**src/rtl/fpi_pkg.sv**
```systemverilog
package fpi_pkg;

   typedef enum logic [1:0] {
      UNIT_INT = 2'd0,
      UNIT_ADD = 2'd1,
      UNIT_MUL = 2'd2,
      UNIT_DIV = 2'd3
   } unit_e;

   localparam int unsigned NUM_UNITS = 4;

   function automatic int unsigned max4(input int unsigned a, input int unsigned b,
                                        input int unsigned c, input int unsigned d);
      int unsigned m;
      m = a;
      if (b > m) m = b;
      if (c > m) m = c;
      if (d > m) m = d;
      return m;
   endfunction

endpackage

```
**src/rtl/fpi_scoreboard.sv**
```systemverilog
module fpi_scoreboard #(
   parameter int unsigned NUM_REGS = 32,
   parameter int unsigned CNT_W    = 5,
   localparam int unsigned REG_W   = $clog2(NUM_REGS)
) (
   input  logic                clk,
   input  logic                rst_n,
   input  logic                flush,
   input  logic                set_en,
   input  logic [REG_W-1:0]    set_idx,
   input  logic [CNT_W-1:0]    set_lat,
   output logic [NUM_REGS-1:0] pend_o
);

   for (genvar i = 0; i < NUM_REGS; i++) begin : g_reg
      logic [CNT_W-1:0] cnt_q;
      logic             hit;

      assign hit = set_en && (set_idx == REG_W'(i));

      always_ff @(posedge clk or negedge rst_n) begin
         if (!rst_n) begin
            cnt_q <= '0;
         end else if (flush) begin
            cnt_q <= '0;
         end else if (hit) begin
            cnt_q <= set_lat;
         end else if (cnt_q != '0) begin
            cnt_q <= cnt_q - 1'b1;
         end
      end

      assign pend_o[i] = (cnt_q != '0);

      // a destination is never re-booked while its previous write is pending
      assert_no_rebook_R4: assert property (@(posedge clk) disable iff (!rst_n)
         (hit && set_lat != '0) |-> (cnt_q == '0));

      // a loaded countdown holds the issuing latency on the next cycle
      assert_load_lat_R3: assert property (@(posedge clk) disable iff (!rst_n)
         (hit && !flush) |=> (cnt_q == $past(set_lat)));

      // a running countdown falls by exactly one per cycle
      assert_countdown_R3: assert property (@(posedge clk) disable iff (!rst_n)
         (cnt_q != '0 && !flush && !hit) |=> (cnt_q == $past(cnt_q) - 1'b1));
   end

   // flush leaves no register pending
   assert_flush_pend_R9: assert property (@(posedge clk) disable iff (!rst_n)
      flush |=> (pend_o == '0));

endmodule

```
**src/rtl/fpi_unit_gate.sv**
```systemverilog
module fpi_unit_gate #(
   parameter int unsigned II    = 25,
   localparam int unsigned CW   = (II > 2) ? $clog2(II) : 1
) (
   input  logic clk,
   input  logic rst_n,
   input  logic flush,
   input  logic start,
   output logic busy_o
);

   logic [CW-1:0] cnt_q;

   always_ff @(posedge clk or negedge rst_n) begin
      if (!rst_n) begin
         cnt_q <= '0;
      end else if (flush) begin
         cnt_q <= '0;
      end else if (start) begin
         cnt_q <= CW'(II - 1);
      end else if (cnt_q != '0) begin
         cnt_q <= cnt_q - 1'b1;
      end
   end

   assign busy_o = (cnt_q != '0);

   // the unit is never started while still occupied
   assert_start_idle_R5: assert property (@(posedge clk) disable iff (!rst_n)
      start |-> !busy_o);

   // each start reserves the full initiation interval
   assert_reload_R5: assert property (@(posedge clk) disable iff (!rst_n)
      (start && !flush) |=> (cnt_q == CW'(II - 1)));

   // flush frees the unit
   assert_flush_unit_R9: assert property (@(posedge clk) disable iff (!rst_n)
      flush |=> !busy_o);

endmodule

```
**src/rtl/fpi_wb_ring.sv**
```systemverilog
module fpi_wb_ring #(
   parameter int unsigned DEPTH = 25,
   localparam int unsigned IDX_W = (DEPTH > 1) ? $clog2(DEPTH) : 1
) (
   input  logic             clk,
   input  logic             rst_n,
   input  logic             flush,
   input  logic             book_en,
   input  logic [IDX_W-1:0] book_slot,
   output logic [DEPTH-1:0] slots_o
);

   logic [DEPTH-1:0] ring_q;
   logic [DEPTH-1:0] book_mask;
   logic [DEPTH-1:0] ring_d;

   always_comb begin
      book_mask = '0;
      if (book_en) book_mask[book_slot] = 1'b1;
      ring_d = (ring_q | book_mask) >> 1;
   end

   always_ff @(posedge clk or negedge rst_n) begin
      if (!rst_n) begin
         ring_q <= '0;
      end else if (flush) begin
         ring_q <= '0;
      end else begin
         ring_q <= ring_d;
      end
   end

   assign slots_o = ring_q;

   // a write-back slot is never booked twice
   assert_no_double_book_R6: assert property (@(posedge clk) disable iff (!rst_n)
      book_en |-> !ring_q[book_slot]);

   // a booked slot advances one position per cycle
   assert_slot_shift_R6: assert property (@(posedge clk) disable iff (!rst_n)
      (book_en && !flush && book_slot != '0) |=> ring_q[$past(book_slot) - 1'b1]);

   // flush drops every booking
   assert_flush_ring_R9: assert property (@(posedge clk) disable iff (!rst_n)
      flush |=> (ring_q == '0));

endmodule

```
**src/rtl/fp_issue_interlock.sv**
```systemverilog
module fp_issue_interlock
   import fpi_pkg::*;
#(
   parameter int unsigned NUM_REGS = 32,
   parameter int unsigned LAT_INT  = 0,
   parameter int unsigned LAT_ADD  = 3,
   parameter int unsigned LAT_MUL  = 6,
   parameter int unsigned LAT_DIV  = 24,
   parameter int unsigned II_INT   = 1,
   parameter int unsigned II_ADD   = 1,
   parameter int unsigned II_MUL   = 1,
   parameter int unsigned II_DIV   = 25,
   localparam int unsigned REG_W   = $clog2(NUM_REGS)
) (
   input  logic             clk,
   input  logic             rst_n,
   input  logic             flush,
   input  logic             in_valid,
   input  logic [1:0]       in_unit,
   input  logic [REG_W-1:0] in_dst,
   input  logic             in_dst_en,
   input  logic [REG_W-1:0] in_src0,
   input  logic             in_src0_en,
   input  logic [REG_W-1:0] in_src1,
   input  logic             in_src1_en,
   output logic             issue_o,
   output logic             stall_o
);

   localparam int unsigned MAX_LAT = max4(LAT_INT, LAT_ADD, LAT_MUL, LAT_DIV);
   localparam int unsigned DEPTH   = MAX_LAT + 1;
   localparam int unsigned CNT_W   = (DEPTH > 2) ? $clog2(DEPTH) : 1;
   localparam int unsigned IDX_W   = (DEPTH > 1) ? $clog2(DEPTH) : 1;
   localparam int unsigned UNIT_II [NUM_UNITS] = '{II_INT, II_ADD, II_MUL, II_DIV};

   // elaboration-time parameter checks
   if (NUM_REGS < 2 || (1 << REG_W) != NUM_REGS) begin : g_bad_regs
      $error("NUM_REGS must be a power of two of at least 2");
   end
   if (II_INT < 1 || II_ADD < 1 || II_MUL < 1 || II_DIV < 1) begin : g_bad_ii
      $error("every initiation interval must be at least 1");
   end
   if (IDX_W > CNT_W) begin : g_bad_width
      $error("slot index width exceeds countdown width");
   end

   // latency of the offered instruction
   logic [CNT_W-1:0] sel_lat;
   always_comb begin
      unique case (unit_e'(in_unit))
         UNIT_INT: sel_lat = CNT_W'(LAT_INT);
         UNIT_ADD: sel_lat = CNT_W'(LAT_ADD);
         UNIT_MUL: sel_lat = CNT_W'(LAT_MUL);
         default:  sel_lat = CNT_W'(LAT_DIV);
      endcase
   end

   logic [NUM_REGS-1:0]  pend;
   logic [DEPTH-1:0]     slots;
   logic [NUM_UNITS-1:0] unit_busy;
   logic [NUM_UNITS-1:0] unit_start;

   logic raw_hz, waw_hz, unit_hz, wb_hz, hazard;
   logic issue_int;

   always_comb begin
      raw_hz  = (in_src0_en && pend[in_src0]) || (in_src1_en && pend[in_src1]);
      waw_hz  = in_dst_en && pend[in_dst];
      unit_hz = unit_busy[in_unit];
      wb_hz   = in_dst_en && slots[IDX_W'(sel_lat)];
      hazard  = raw_hz || waw_hz || unit_hz || wb_hz;
   end

   assign issue_int = in_valid && !flush && !hazard;
   assign issue_o   = issue_int;
   assign stall_o   = in_valid && !issue_int;

   fpi_scoreboard #(
      .NUM_REGS (NUM_REGS),
      .CNT_W    (CNT_W)
   ) u_sb (
      .clk     (clk),
      .rst_n   (rst_n),
      .flush   (flush),
      .set_en  (issue_int && in_dst_en),
      .set_idx (in_dst),
      .set_lat (sel_lat),
      .pend_o  (pend)
   );

   fpi_wb_ring #(
      .DEPTH (DEPTH)
   ) u_ring (
      .clk       (clk),
      .rst_n     (rst_n),
      .flush     (flush),
      .book_en   (issue_int && in_dst_en),
      .book_slot (IDX_W'(sel_lat)),
      .slots_o   (slots)
   );

   for (genvar u = 0; u < NUM_UNITS; u++) begin : g_unit
      assign unit_start[u] = issue_int && (in_unit == 2'(u));
      if (UNIT_II[u] > 1) begin : g_gated
         fpi_unit_gate #(
            .II (UNIT_II[u])
         ) u_gate (
            .clk    (clk),
            .rst_n  (rst_n),
            .flush  (flush),
            .start  (unit_start[u]),
            .busy_o (unit_busy[u])
         );
      end else begin : g_free
         assign unit_busy[u] = 1'b0;
      end
   end

   // issue and stall are exclusive and only answer an offered instruction
   assert_issue_stall_excl_R1: assert property (@(posedge clk) disable iff (!rst_n)
      (issue_o || stall_o) |-> (in_valid && !(issue_o && stall_o)));

   // nothing issues in a flush cycle
   assert_flush_blocks_R9: assert property (@(posedge clk) disable iff (!rst_n)
      flush |-> !issue_o);

endmodule

```
**config.mk**
```make
export PLATFORM = sky130hd
export DESIGN_NAME = fp_issue_interlock
export DESIGN_NICKNAME = d
export VERILOG_FILES = /design/src/rtl/fpi_pkg.sv /design/src/rtl/fpi_scoreboard.sv /design/src/rtl/fpi_unit_gate.sv /design/src/rtl/fpi_wb_ring.sv /design/src/rtl/fp_issue_interlock.sv
export SDC_FILE = /design/constraint.sdc
export NUM_CORES = 1
export LEC_CHECK = 0
export ABC_CLOCK_PERIOD_IN_PS = 4200
export BUFFER_PORTS_ARGS = -buffer_cell sky130_fd_sc_hd__buf_2
export CORE_ASPECT_RATIO = 0.6
export CORE_MARGIN = 2
export CORE_UTILIZATION = 25
export CTS_BUF_LIST = sky130_fd_sc_hd__clkbuf_8
export CTS_CLUSTER_SIZE = 25
export DETAILED_ROUTE_END_ITERATION = 7
export GPL_TIMING_DRIVEN = 0
export PLACE_DENSITY = 0.45
export SETUP_SLACK_MARGIN = 0.1
export SYNTH_ARGS = -nofsm -noshare
export SYNTH_HDL_FRONTEND = slang
export SYNTH_SLANG_ARGS = --single-unit
```
**constraint.sdc**
```tcl
create_clock -name clk -period 4.2 [get_ports clk]
set_input_delay 0.84 -clock clk [delete_from_list [all_inputs] [get_ports clk]]
set_output_delay 0.84 -clock clk [all_outputs]
set_load 0.01 [all_outputs]
```
==> Flow_metrics.wiki, run 1 <==
{| class="wikitable"
! Metric !! Value
|-
| Area fraction of the dominant cell type after synthesis || a little under two fifths
|-
| First-pass GRT wire length || a little over 70 mm
|-
| Tightest Hold Check Type || input pin to async pin
|-
| P&R area growth vs syn || 26.6%
|-
| Crit share post-route || 96.5%
|-
| Capturing element type of the critical path || primary output
|-
| Most repeated cell in the gate-level netlist after synthesis || sky130_fd_sc_hd__dfrtp_1
|-
| Final hold violation count || 0
|-
| Vias in the first global route || approximately 11000
|-
| Routed vias || roughly 11000
|-
| Run status || finished clean
|-
| Dominant register cell in the synthesized netlist || sky130_fd_sc_hd__dfrtp_1
|-
| Standard-cell rows || 63
|-
| Synth Register Bits || approximately 190
|-
| Number of buffers inserted by hold repair at cts || 0
|-
| Post-Layout Inst Area || roughly 16000 um2
|-
| Standard cell core area || 49000 um2
|-
| Synth async-reset ratio || 100%
|-
| Initial antenna violation count || 2
|-
| Transition time of the tightest slew-check pin || 1200 ps
|-
| Drt initial violations || ~1100
|-
| Upper clock frequency limit || between 200 and 250 MHz
|-
| Cell taking the most area after synthesis || sky130_fd_sc_hd__dfrtp_1
|-
| Unique cell type count in the Yosys netlist || 55
|-
| Total of buffers placed on input and output ports || 21
|-
| EDFF count, synth || 0
|-
| Number of buffers added by the clock tree synthesis step || 17
|-
| Syn_nets || about 1400
|-
| Startpoint-to-endpoint class of the critical path || flip-flop to primary output
|-
| Router iterations before antenna repair || 5
|-
| Floorplan die area || 51200 um2
|-
| Number of sinks handled by clock tree synthesis || about 190
|-
| Maximum clock path buffer count || 2
|-
| Critical path required time || roughly 3400 ps
|-
| Reg-to-reg setup timing slack || 260 ps
|-
| Final worst hold slack || about 270 ps
|-
| Worst clock skew || around 31 ps
|-
| Post-synthesis average cell area || slightly above 9 um2
|-
| Cell area after technology mapping || 12300 um2
|-
| Slew Viols, Final || 0
|-
| Number of nets with antenna violations after routing || 0
|-
| Static power due to leakage || 6.77 nW
|-
| Total instance count after detailed placement || 2018
|-
| Final weighted congestion of routability-driven global placement || 0.935
|-
| Largest net degree at the start of global routing || roughly 110
|-
| Count of non-filler cells in the finished layout || between 2000 and 2500
|-
| Total congestion overflow || 0
|-
| Number of nets at the end of the flow || 1628
|-
| Cell chosen for the clock root || sky130_fd_sc_hd__clkbuf_8
|-
| Power density relative to cell area || roughly 840 nW/um2
|-
| Vias per std cell || roughly 5.2
|-
| Fin Setup TNS || 0 ps
|-
| Sum of routed wire length over all layers || 49.2 mm
|-
| Post-synthesis cell count || between 1000 and 1500
|-
| Crit-path max FO || 5
|-
| Number of design rule violations left after detail routing || 0
|-
| Top post-synthesis cells by area || sky130_fd_sc_hd__dfrtp_1 (38%), sky130_fd_sc_hd__ha_1 (7.0%), sky130_fd_sc_hd__xnor2_1 (5.0%), sky130_fd_sc_hd__nand2_1 (4.3%), sky130_fd_sc_hd__nor4b_2 (3.9%)
|-
| Number of setup violations in the final report || 0
|-
| Share of final-layout standard cells stronger than drive strength 1 || 22.3%
|-
| Hpwl dp || 33.5 mm
|-
| Max H-tree Level || 4
|-
| Clock transition time at the flip-flop clock pins of the worst setup and hold paths || between 100 and 150 ps
|-
| Post-synth top cells || sky130_fd_sc_hd__dfrtp_1 (189), sky130_fd_sc_hd__nand2_1 (142), sky130_fd_sc_hd__nor2_1 (103), sky130_fd_sc_hd__nor3_1 (87), sky130_fd_sc_hd__inv_1 (72)
|-
| Total I/O pin count || 26
|-
| Power consumption || between 10 and 15 mW
|-
| CTS tree || built
|-
| Data arrival time of the worst path || roughly 3200 ps
|-
| Initial core utilization || between 20% and 30%
|-
| Post-DR wirelength/cell || 22.3 um
|-
| Chip Height || roughly 180 um
|-
| Worst-case vdd ir drop || between 300 and 400 uV
|-
| Insertion delay to the later sink of the worst-skew pair || approximately 530 ps
|-
| Setup repair after global routing missed its margin || yes
|-
| Synth Warn # || 0
|-
| Max-slew headroom at the worst pin || approximately 20%
|-
| Placed Area || 13300 um2
|-
| Width of the die || about 290 um
|-
| Final Critical Period || 4050 ps
|-
| Overall routing resource usage || 19.2%
|-
| Sequential cell area fraction in the yosys report || between 30% and 40%
|-
| Max cap viols || 0
|-
| Startpoint types || flip-flop
|}
path summary, 6_finish.rpt:
| path | startpoint | to | depth (start not counted) |
|---|---|---|---|
| worst min-delay path | rst_n | u_sb.g_reg[10].cnt_q[4] | 1 |
| worst max register to register | u_sb.g_reg[23].cnt_q[1] | u_sb.g_reg[16].cnt_q[2] | 14 |
| max in group asynchronous | rst_n | u_sb.g_reg[3].cnt_q[2] | 2 |
| min in group clk | u_ring.slots_o[12] | u_ring.slots_o[11] | 1 |
| worst max-delay path | u_sb.g_reg[0].cnt_q[0] | stall_o | 13 |
| worst min register to register | u_ring.slots_o[12] | u_ring.slots_o[11] | 1 |
layout by cell type, fill, tap and decap left out, types with 15 or more instances in the layout:
master	synthesis	final
sky130_fd_sc_hd__or3_1	24	24
sky130_fd_sc_hd__clkbuf_8	0	17
sky130_fd_sc_hd__o31ai_1	29	29
sky130_fd_sc_hd__o21ai_0	40	40
sky130_fd_sc_hd__dfrtp_1	189	189
sky130_fd_sc_hd__nor2b_1	26	25
sky130_fd_sc_hd__ha_4	0	15
sky130_fd_sc_hd__buf_6	0	19
sky130_fd_sc_hd__ha_1	69	46
sky130_fd_sc_hd__nor3_1	87	87
sky130_fd_sc_hd__clkbuf_1	64	60
sky130_fd_sc_hd__nor4_1	17	15
sky130_fd_sc_hd__mux2_1	20	20
sky130_fd_sc_hd__o22ai_1	41	35
sky130_fd_sc_hd__o32ai_1	26	25
sky130_fd_sc_hd__a21oi_1	50	48
sky130_fd_sc_hd__nor2_1	103	103
sky130_fd_sc_hd__nor4b_4	1	33
sky130_fd_sc_hd__xnor2_1	70	70
sky130_fd_sc_hd__mux2i_1	46	45
sky130_fd_sc_hd__nand2_1	142	142
sky130_fd_sc_hd__buf_2	4	22
sky130_fd_sc_hd__buf_4	0	130
sky130_fd_sc_hd__inv_1	72	39
sky130_fd_sc_hd__inv_2	0	32
sky130_fd_sc_hd__nand4_1	26	26
sky130_fd_sc_hd__nand3_1	41	39
sky130_fd_sc_hd__xor2_1	29	29
registers in the layout (all words and copies together) (netlist names):
name,flops
g_unit.g_gated.u_gate.cnt_q,5
u_ring.slots_o,24
u_sb.g.cnt_q,160
what timing repair did:
item                                    in CTS  in global routing
gates resized for setup                     77                 87
setup buffers                              102                 46
endpoints found under the setup margin     170                  2
pin swaps                                   10                 20
power breakdown:
group	switching [mW]	total [mW]	internal [mW]
clock	0.857	1.37	0.513
combinational	4.04	8.24	4.20
sequential	0.927	3.46	2.54
total	5.82	13.1	7.25
per-layer routing:
| layer | routed length, um | vias up | track usage, % |
|---|---|---|---|
| met5 | 204 | - | 2.72 |
| met4 | 690 | 2 | 4.27 |
| met1 | 24800 | 5711 | 30.3 |
| met2 | 18800 | 435 | 25.4 |
| met3 | 4690 | 53 | 4.54 |
| li1 | - | 5183 | - |
cells by family after synthesis:
group / Yosys count / synth area share, %
AOI/OAI and AO/OA: 214 / 11.2
xor gates and xnor gates: 99 / 7.02
adders and majority gates: 69 / 6.99
buffers and inverters: 146 / 4.48
DFF: 189 / 38.3
muxes: 77 / 7.29
and+or+nand+nor: 552 / 24.7
area by class of cell:
type	count	area [um2]
Tap cell	650	813
Antenna cell	3	7.51
Clock buffer	17	234
Fill cell	5148	33400
Multi-Input combinational cell	1011	7720
Timing Repair Buffer	170	1340
Inverter	73	277
Buffer	73	304
Sequential cell	189	4730
Clock inverter	15	199
worst max-delay path: stages, from the launching register on:
cell                        delay, ps
sky130_fd_sc_hd__dfrtp_1          440
sky130_fd_sc_hd__inv_2            100
sky130_fd_sc_hd__ha_4             140
sky130_fd_sc_hd__nor4b_4          180
sky130_fd_sc_hd__buf_4            200
sky130_fd_sc_hd__o32ai_2           90
sky130_fd_sc_hd__o41ai_2          370
sky130_fd_sc_hd__a21oi_2          130
sky130_fd_sc_hd__nor4_4           280
sky130_fd_sc_hd__buf_4            180
sky130_fd_sc_hd__nand3_4          140
sky130_fd_sc_hd__clkbuf_16        200
sky130_fd_sc_hd__and2_4           130
sky130_fd_sc_hd__buf_6            110
metrics by stage:
step / setup WS (ps) / util (%)
3_3_place_gp: -1310 / 27.0
3_5_place_dp: -1190 / 27.1
6_report: 146 / 31.9
4_1_cts: 100 / 30.5
5_1_grt: 13.5 / 31.9
2_1_floorplan: 196 / -
Power figures use the tool's default switching activity.
==> inputs of run 2 (changes only) <==
--- a/config.mk
+++ b/config.mk
@@ -5,7 +5,7 @@
 export SDC_FILE = /design/constraint.sdc
 export NUM_CORES = 1
 export LEC_CHECK = 0
-export ABC_CLOCK_PERIOD_IN_PS = 4200
+export ABC_CLOCK_PERIOD_IN_PS = 4070
 export BUFFER_PORTS_ARGS = -buffer_cell sky130_fd_sc_hd__buf_2
 export CORE_ASPECT_RATIO = 0.6
 export CORE_MARGIN = 2
==> constraint.sdc (replaced) <==
create_clock -name clk -period 4.07 [get_ports clk]
set_input_delay 0.814 -clock clk [delete_from_list [all_inputs] [get_ports clk]]
set_output_delay 0.814 -clock clk [all_outputs]
set_load 0.01 [all_outputs]
==> Flow_metrics.wiki, run 2 (synthesis results as in run 1) <==
{| class="wikitable"
! Metric !! Value
|-
| Fin Setup TNS || -21.8 ps
|-
| Worst clock skew || 33.4 ps
|-
| Number of design rule violations left after detail routing || 0
|-
| Hpwl dp || about 33 mm
|-
| Final weighted congestion of routability-driven global placement || between 0.9 and 1
|-
| Number of sinks handled by clock tree synthesis || 189
|-
| Number of nets at the end of the flow || 1632
|-
| First-pass GRT wire length || 74.0 mm
|-
| Total instance count after detailed placement || 2018
|-
| Setup repair after global routing missed its margin || yes
|-
| Width of the die || a little under 300 um
|-
| Crit-path leading delay family || buffers and inverters
|-
| Upper clock frequency limit || 244 MHz
|-
| Maximum clock path buffer count || 2
|-
| Insertion delay to the later sink of the worst-skew pair || ~530 ps
|-
| Drt initial violations || approximately 1100
|-
| Most prevalent standard cell on the critical path || sky130_fd_sc_hd__buf_4
|-
| Standard-cell rows || 63
|-
| Chip Height || 176 um
|-
| Sum of routed wire length over all layers || about 50 mm
|-
| Most common cell after layout, fill and taps aside || sky130_fd_sc_hd__dfrtp_1
|-
| Final worst hold slack || between 200 and 300 ps
|-
| Switching pwr || roughly 6 mW
|-
| Standard cell core area || around 49000 um2
|-
| P&R area growth vs syn || 26.4%
|-
| Overall routing resource usage || 19.6%
|-
| Cell chosen for the clock root || sky130_fd_sc_hd__clkbuf_8
|-
| Initial antenna violation count || 2
|-
| Commonest non-fill, non-tap cells in the layout || sky130_fd_sc_hd__dfrtp_1 (189), sky130_fd_sc_hd__nand2_1 (142), sky130_fd_sc_hd__buf_4 (137), sky130_fd_sc_hd__nor2_1 (103), sky130_fd_sc_hd__nor3_1 (87)
|-
| Startpoint-to-endpoint class of the critical path || flip-flop to primary output
|-
| Largest net degree at the start of global routing || around 110
|-
| Fillers || between 5000 and 6000
|-
| Power consumption || 13.5 mW
|-
| Worst Setup Slack post-DPL || -1290 ps
|-
| Int Pwr || ~7.5 mW
|-
| Switching Share || roughly 45%
|-
| Buffering stage count on the worst path with inverters included || 6
|-
| Slew Viols, Final || 0
|-
| Area of the multi-input gates || between 7000 and 8000 um2
|-
| Final Critical Period || a little over 4000 ps
|-
| Max H-tree Level || 4
|-
| Max-slew headroom at the worst pin || roughly 18%
|-
| Final hold violation count || 0
|-
| Crit path cell chain || inv_1, ha_2, nor4b_4, buf_4, buf_4, o22ai_1, o31ai_1, o211ai_1, nor4_4, buf_4, nand3_4, clkbuf_16, and2_4, buf_6
|-
| Critical path required time || 3260 ps
|-
| Floorplan die area || 51200 um2
|-
| Post-DR wirelength/cell || 22.6 um
|-
| Router iterations before antenna repair || 6
|-
| Logic pwr share || a little over three fifths
|-
| Least setup slack across all paths after layout || -21.8 ps
|-
| Clock transition time at the flip-flop clock pins of the worst setup and hold paths || ~130 ps
|-
| Share of final-layout standard cells stronger than drive strength 1 || a little over a fifth
|-
| Max cap viols || 0
|-
| Data arrival time of the worst path || roughly 3300 ps
|-
| Total I/O pin count || 26
|-
| Number of nets with antenna violations after routing || 0
|-
| Vias in the first global route || about 11000
|-
| Portion of total power attributed to the clock network || 10.5%
|-
| Number of buffers added by the clock tree synthesis step || 17
|-
| Highest cell delay on the worst timing path || 410 ps
|-
| Power density relative to cell area || around 870 nW/um2
|-
| Static power due to leakage || around 6.8 nW
|-
| Crit share post-route || 101%
|-
| Seq pwr share || a little over a quarter
|-
| Worst-case vdd ir drop || 369 uV
|-
| Transition time of the tightest slew-check pin || roughly 1200 ps
|-
| Flip-flop count of the largest register after layout || between 150 and 200
|-
| Tightest Hold Check Type || input pin to async pin
|-
| CTS tree || built
|-
| Initial core utilization || 25.2%
|-
| Count of non-filler cells in the finished layout || 2204
|-
| Total of buffers placed on input and output ports || 21
|-
| Crit-path max FO || 5
|-
| Run status || finished, violations left
|-
| Capturing element type of the critical path || primary output
|-
| Number of setup violations in the final report || 1
|-
| Highest-delay cell along the critical path || sky130_fd_sc_hd__dfrtp_1
|-
| Total congestion overflow || 0
|-
| Number of buffers inserted by hold repair at cts || 0
|-
| Total area of sequential cells || 4730 um2
|-
| Vias per std cell || around 5.2
|-
| Routed vias || approximately 11000
|-
| Startpoint types || flip-flop
|-
| Reg with most FFs || u_sb.g.cnt_q
|-
| Violated checks || setup timing
|}
[run 2: cell types whose count changed in the layout (fill, tap and decap cells not counted), sizes merged]
cell,delta
buf,+4
diode,-1
[run 2: final timing paths]
check,end,startpoint,cells past startpoint,slack [ps]
min in group clk,u_ring.slots_o[11],u_ring.slots_o[12],1,480
max in group asynchronous,u_sb.g_reg[14].cnt_q[1],rst_n,2,2710
hold reg to reg,u_ring.slots_o[11],u_ring.slots_o[12],1,480
setup reg to reg,u_sb.g_reg[0].cnt_q[4],u_sb.g_reg[15].cnt_q[1],14,220
setup / recovery,stall_o,u_sb.g_reg[15].cnt_q[1],14,-20
hold / removal,u_sb.g_reg[10].cnt_q[4],rst_n,1,250
[run 2: timing repair]
action / in CTS / in global routing
resized for setup: 125 / 26
pin swaps: 24 / 9
setup endpoints to repair: 172 / 13
setup buffers: 137 / 15
[run 2: area by class of cell]
cell class,instances,share of cell area (%)
Antenna cell,2,0.0321
Tap cell,650,5.21
Clock inverter,15,1.27
Inverter,73,1.79
Buffer,73,1.95
Timing Repair Buffer,174,8.75
Clock buffer,17,1.50
Multi-Input combinational cell,1011,49.2
Sequential cell,189,30.3
[run 2: per-layer routing]
layer  track usage, %  up-vias  wire length (um)
met5             2.72        -               204
met4             4.62        2               767
met3             5.04       58              5010
met2             26.1      478             19100
met1             30.4     5751             24800
li1                 -     5185                 -
[run 2: power by group through the flow]
stage / clock (mW) / combinational, mW / sequential, mW
CTS: 1.45 / 8.11 / 3.52
floorplan: 0 / 4.41 / 3.27
global placement: 0 / 5.74 / 3.43
detailed placement: 0 / 5.82 / 3.43
global route: 1.52 / 9.32 / 3.65
finish: 1.42 / 8.53 / 3.56
[run 2: stage by stage]
stage | util [%] | cell area, um2
final | 31.8 | 15600
after CTS | 31.4 | 15400
after global placement | 27.0 | 13300
after detailed placement | 27.1 | 13300
after floorplan | - | 12300
after global routing | 31.8 | 15600
[run 2: worst register-to-register path: stages, from the launching register on]
cell                       delay [ps]
sky130_fd_sc_hd__dfrtp_1          410
sky130_fd_sc_hd__inv_1             80
sky130_fd_sc_hd__ha_2             180
sky130_fd_sc_hd__nor4b_4          180
sky130_fd_sc_hd__buf_4            210
sky130_fd_sc_hd__buf_4            130
sky130_fd_sc_hd__o22ai_1           60
sky130_fd_sc_hd__o31ai_1          290
sky130_fd_sc_hd__o211ai_1         220
sky130_fd_sc_hd__nor4_4           240
sky130_fd_sc_hd__buf_4            180
sky130_fd_sc_hd__buf_4            160
sky130_fd_sc_hd__nand4b_1         550
sky130_fd_sc_hd__clkbuf_1         560
sky130_fd_sc_hd__o22ai_1          300
==> inputs of run 3 (changes only) <==
--- a/config.mk
+++ b/config.mk
@@ -13,9 +13,9 @@
 export CTS_BUF_LIST = sky130_fd_sc_hd__clkbuf_8
 export CTS_CLUSTER_SIZE = 25
 export DETAILED_ROUTE_END_ITERATION = 7
-export GPL_TIMING_DRIVEN = 0
 export PLACE_DENSITY = 0.45
 export SETUP_SLACK_MARGIN = 0.1
+export SLEW_MARGIN = 10
 export SYNTH_ARGS = -nofsm -noshare
 export SYNTH_HDL_FRONTEND = slang
 export SYNTH_SLANG_ARGS = --single-unit
==> Flow_metrics.wiki, run 3 (synthesis results as in run 1) <==
{| class="wikitable"
! Metric !! Value
|-
| Initial core utilization || between 20% and 30%
|-
| Int Pwr || 6.65 mW
|-
| Total of buffers placed on input and output ports || 25
|-
| Number of sinks handled by clock tree synthesis || 189
|-
| Data arrival time of the worst path || 3000 ps
|-
| Drt initial violations || 1045
|-
| Total instance count after detailed placement || just over 2000
|-
| Worst-case vdd ir drop || 285 uV
|-
| Number of setup violations in the final report || 0
|-
| Tightest Hold Check Type || input pin to async pin
|-
| Crit share post-route || between 90 and 100%
|-
| Max cap viols || 0
|-
| Power density relative to cell area || 805 nW/um2
|-
| Standard-cell rows || between 60 and 70
|-
| Commonest non-fill, non-tap cells in the layout || sky130_fd_sc_hd__dfrtp_1 (189), sky130_fd_sc_hd__nand2_1 (142), sky130_fd_sc_hd__buf_4 (116), sky130_fd_sc_hd__nor2_1 (102), sky130_fd_sc_hd__nor3_1 (87)
|-
| Clock transition time at the flip-flop clock pins of the worst setup and hold paths || roughly 120 ps
|-
| First-pass GRT wire length || about 62 mm
|-
| CTS tree || built
|-
| Highest cell delay on the worst timing path || 430 ps
|-
| Number of nets with antenna violations after routing || 0
|-
| Number of buffers inserted by hold repair at cts || 0
|-
| Max-slew headroom at the worst pin || between 30 and 40%
|-
| Setup repair after global routing missed its margin || no
|-
| Number of antenna cells inserted || 0
|-
| Final worst hold slack || approximately 420 ps
|-
| Least setup slack across all paths after layout || ~250 ps
|-
| Total I/O pin count || 26
|-
| Number of nets at the end of the flow || between 1500 and 2000
|-
| Share of final-layout standard cells stronger than drive strength 1 || between 15 and 20%
|-
| Number of buffers added by the clock tree synthesis step || 17
|-
| Maximum clock path buffer count || 2
|-
| Sum of routed wire length over all layers || slightly above 40 mm
|-
| Final standard cell utilization of the core || roughly 30%
|-
| Cell chosen for the clock root || sky130_fd_sc_hd__clkbuf_8
|-
| Transition time of the tightest slew-check pin || around 940 ps
|-
| Worst Setup Slack post-DPL || about 150 ps
|-
| Largest net degree at the start of global routing || between 100 and 150
|-
| Chip Height || between 150 and 200 um
|-
| Number of design rule violations left after detail routing || 0
|-
| Width of the die || 291 um
|-
| Initial antenna violation count || 0
|-
| P&R area growth vs syn || 18.4%
|-
| Routing usage on met1 || between 20% and 30%
|-
| Highest-delay cell along the critical path || sky130_fd_sc_hd__dfrtp_1
|-
| Run status || finished clean
|-
| GR Layer Usage met3 || 3.97%
|-
| Static power due to leakage || 6.36 nW
|-
| Startpoint types || flip-flop
|-
| Count of non-filler cells in the finished layout || about 2100
|-
| Vias per std cell || 5.00
|-
| Max H-tree Level || 4
|-
| Fin Setup TNS || 0 ps
|-
| Most common cell after layout, fill and taps aside || sky130_fd_sc_hd__dfrtp_1
|-
| Portion of total power attributed to the clock network || 11.1%
|-
| Worst clock skew || 22.0 ps
|-
| Reg with most FFs || u_sb.g.cnt_q
|-
| Switching pwr || slightly above 5 mW
|-
| Upper clock frequency limit || between 200 and 300 MHz
|-
| Slew Viols, Final || 0
|-
| Layer with the highest usage || met1
|-
| Final hold violation count || 0
|-
| Insertion delay to the later sink of the worst-skew pair || ~520 ps
|-
| Global-route track usage on met2 || 20.9%
|-
| Switching Share || approximately 44%
|-
| Final Critical Period || 3820 ps
|-
| Total congestion overflow || 0
|-
| Startpoint-to-endpoint class of the critical path || flip-flop to primary output
|-
| Crit path cell chain || inv_1, ha_1, nor4b_2, buf_4, mux4_2, mux2i_1, a41oi_4, nand3_2, and2_1, buf_2
|-
| Standard cell core area || ~50000 um2
|-
| Flip-flop count of the largest register after layout || 160
|-
| Hpwl dp || between 20 and 30 mm
|-
| Router iterations before antenna repair || 5
|-
| Logic pwr share || between 50% and 60%
|-
| Overall routing resource usage || approximately 16%
|-
| Critical path required time || roughly 3300 ps
|-
| Capturing element type of the critical path || primary output
|-
| Crit-path max FO || 7
|-
| Routed vias || 10500
|-
| Vias in the first global route || around 9800
|-
| Final weighted congestion of routability-driven global placement || 0.843
|-
| Floorplan die area || approximately 51000 um2
|-
| Seq pwr share || a little under 30%
|-
| Post-DR wirelength/cell || around 19 um
|}
[run 3: cell types whose count changed in the layout (fill, tap and decap cells not counted), sizes merged]
cell    previous run  this run
diode              2         0
clkinv             9         4
buf              183       146
clkbuf            81        19
inv               77        81
[run 3: per-layer routing]
layer | part of all wire, % | routed length, um
met3 | 6.7 | 2730
met5 | 0 | 0
met4 | 1.2 | 468
met2 | 39 | 15700
met1 | 54 | 21800
[run 3: worst max-delay path: cells and delay by family (launching register included)]
kind	cells	cell delay [ps]
AOI/OAI and AO/OA	1	340
adders and majority gates	1	210
buffers and inverters	3	470
DFF	1	430
muxes	2	370
and+or+nand+nor	3	660
[run 3: power by group through the flow]
stage | clock network [mW] | registers, mW | logic (mW)
floorplan | 0 | 3.27 | 4.41
global route | 1.42 | 3.59 | 7.76
finish | 1.31 | 3.48 | 6.97
CTS | 1.36 | 3.44 | 6.36
detailed placement | 0 | 3.44 | 6.13
global placement | 0 | 3.44 | 6.10
[run 3: timing repair]
action                                  CTS  global route
pin swaps                                 4            14
resized for setup                        11            36
endpoints found under the setup margin    2             2
setup buffers                             8            35
[run 3: final timing paths]
check / startpoint / end / slack [ps] / cells after the start
min in group clk: u_ring.slots_o[18] / u_ring.slots_o[17] / 470 / 1
hold reg to reg: u_ring.slots_o[18] / u_ring.slots_o[17] / 470 / 1
max in group asynchronous: rst_n / u_sb.g_reg[0].cnt_q[3] / 2630 / 2
setup reg to reg: u_sb.g_reg[13].cnt_q[0] / u_sb.g_reg[4].cnt_q[2] / 690 / 14
hold / removal: rst_n / u_sb.g_reg[6].cnt_q[4] / 420 / 1
setup / recovery: u_sb.g_reg[28].cnt_q[0] / stall_o / 250 / 10
[run 3: metrics by stage]
stage / power (mW) / instance area, um2
floorplan: 7.68 / 12300
global placement: 9.54 / 13600
detailed placement: 9.58 / 13600
CTS: 11.1 / 14200
global route: 12.8 / 14600
finish: 11.8 / 14600
[run 3: cell type report]
cell class              instances  area [um2]
well taps                     650         813
clock inverters                14         129
inverters                      73         274
clock buffers                  18         248
multi-input cells            1011        7330
fillers                      5179       34400
repair buffers                147        1090
flip-flops and latches        189        4730
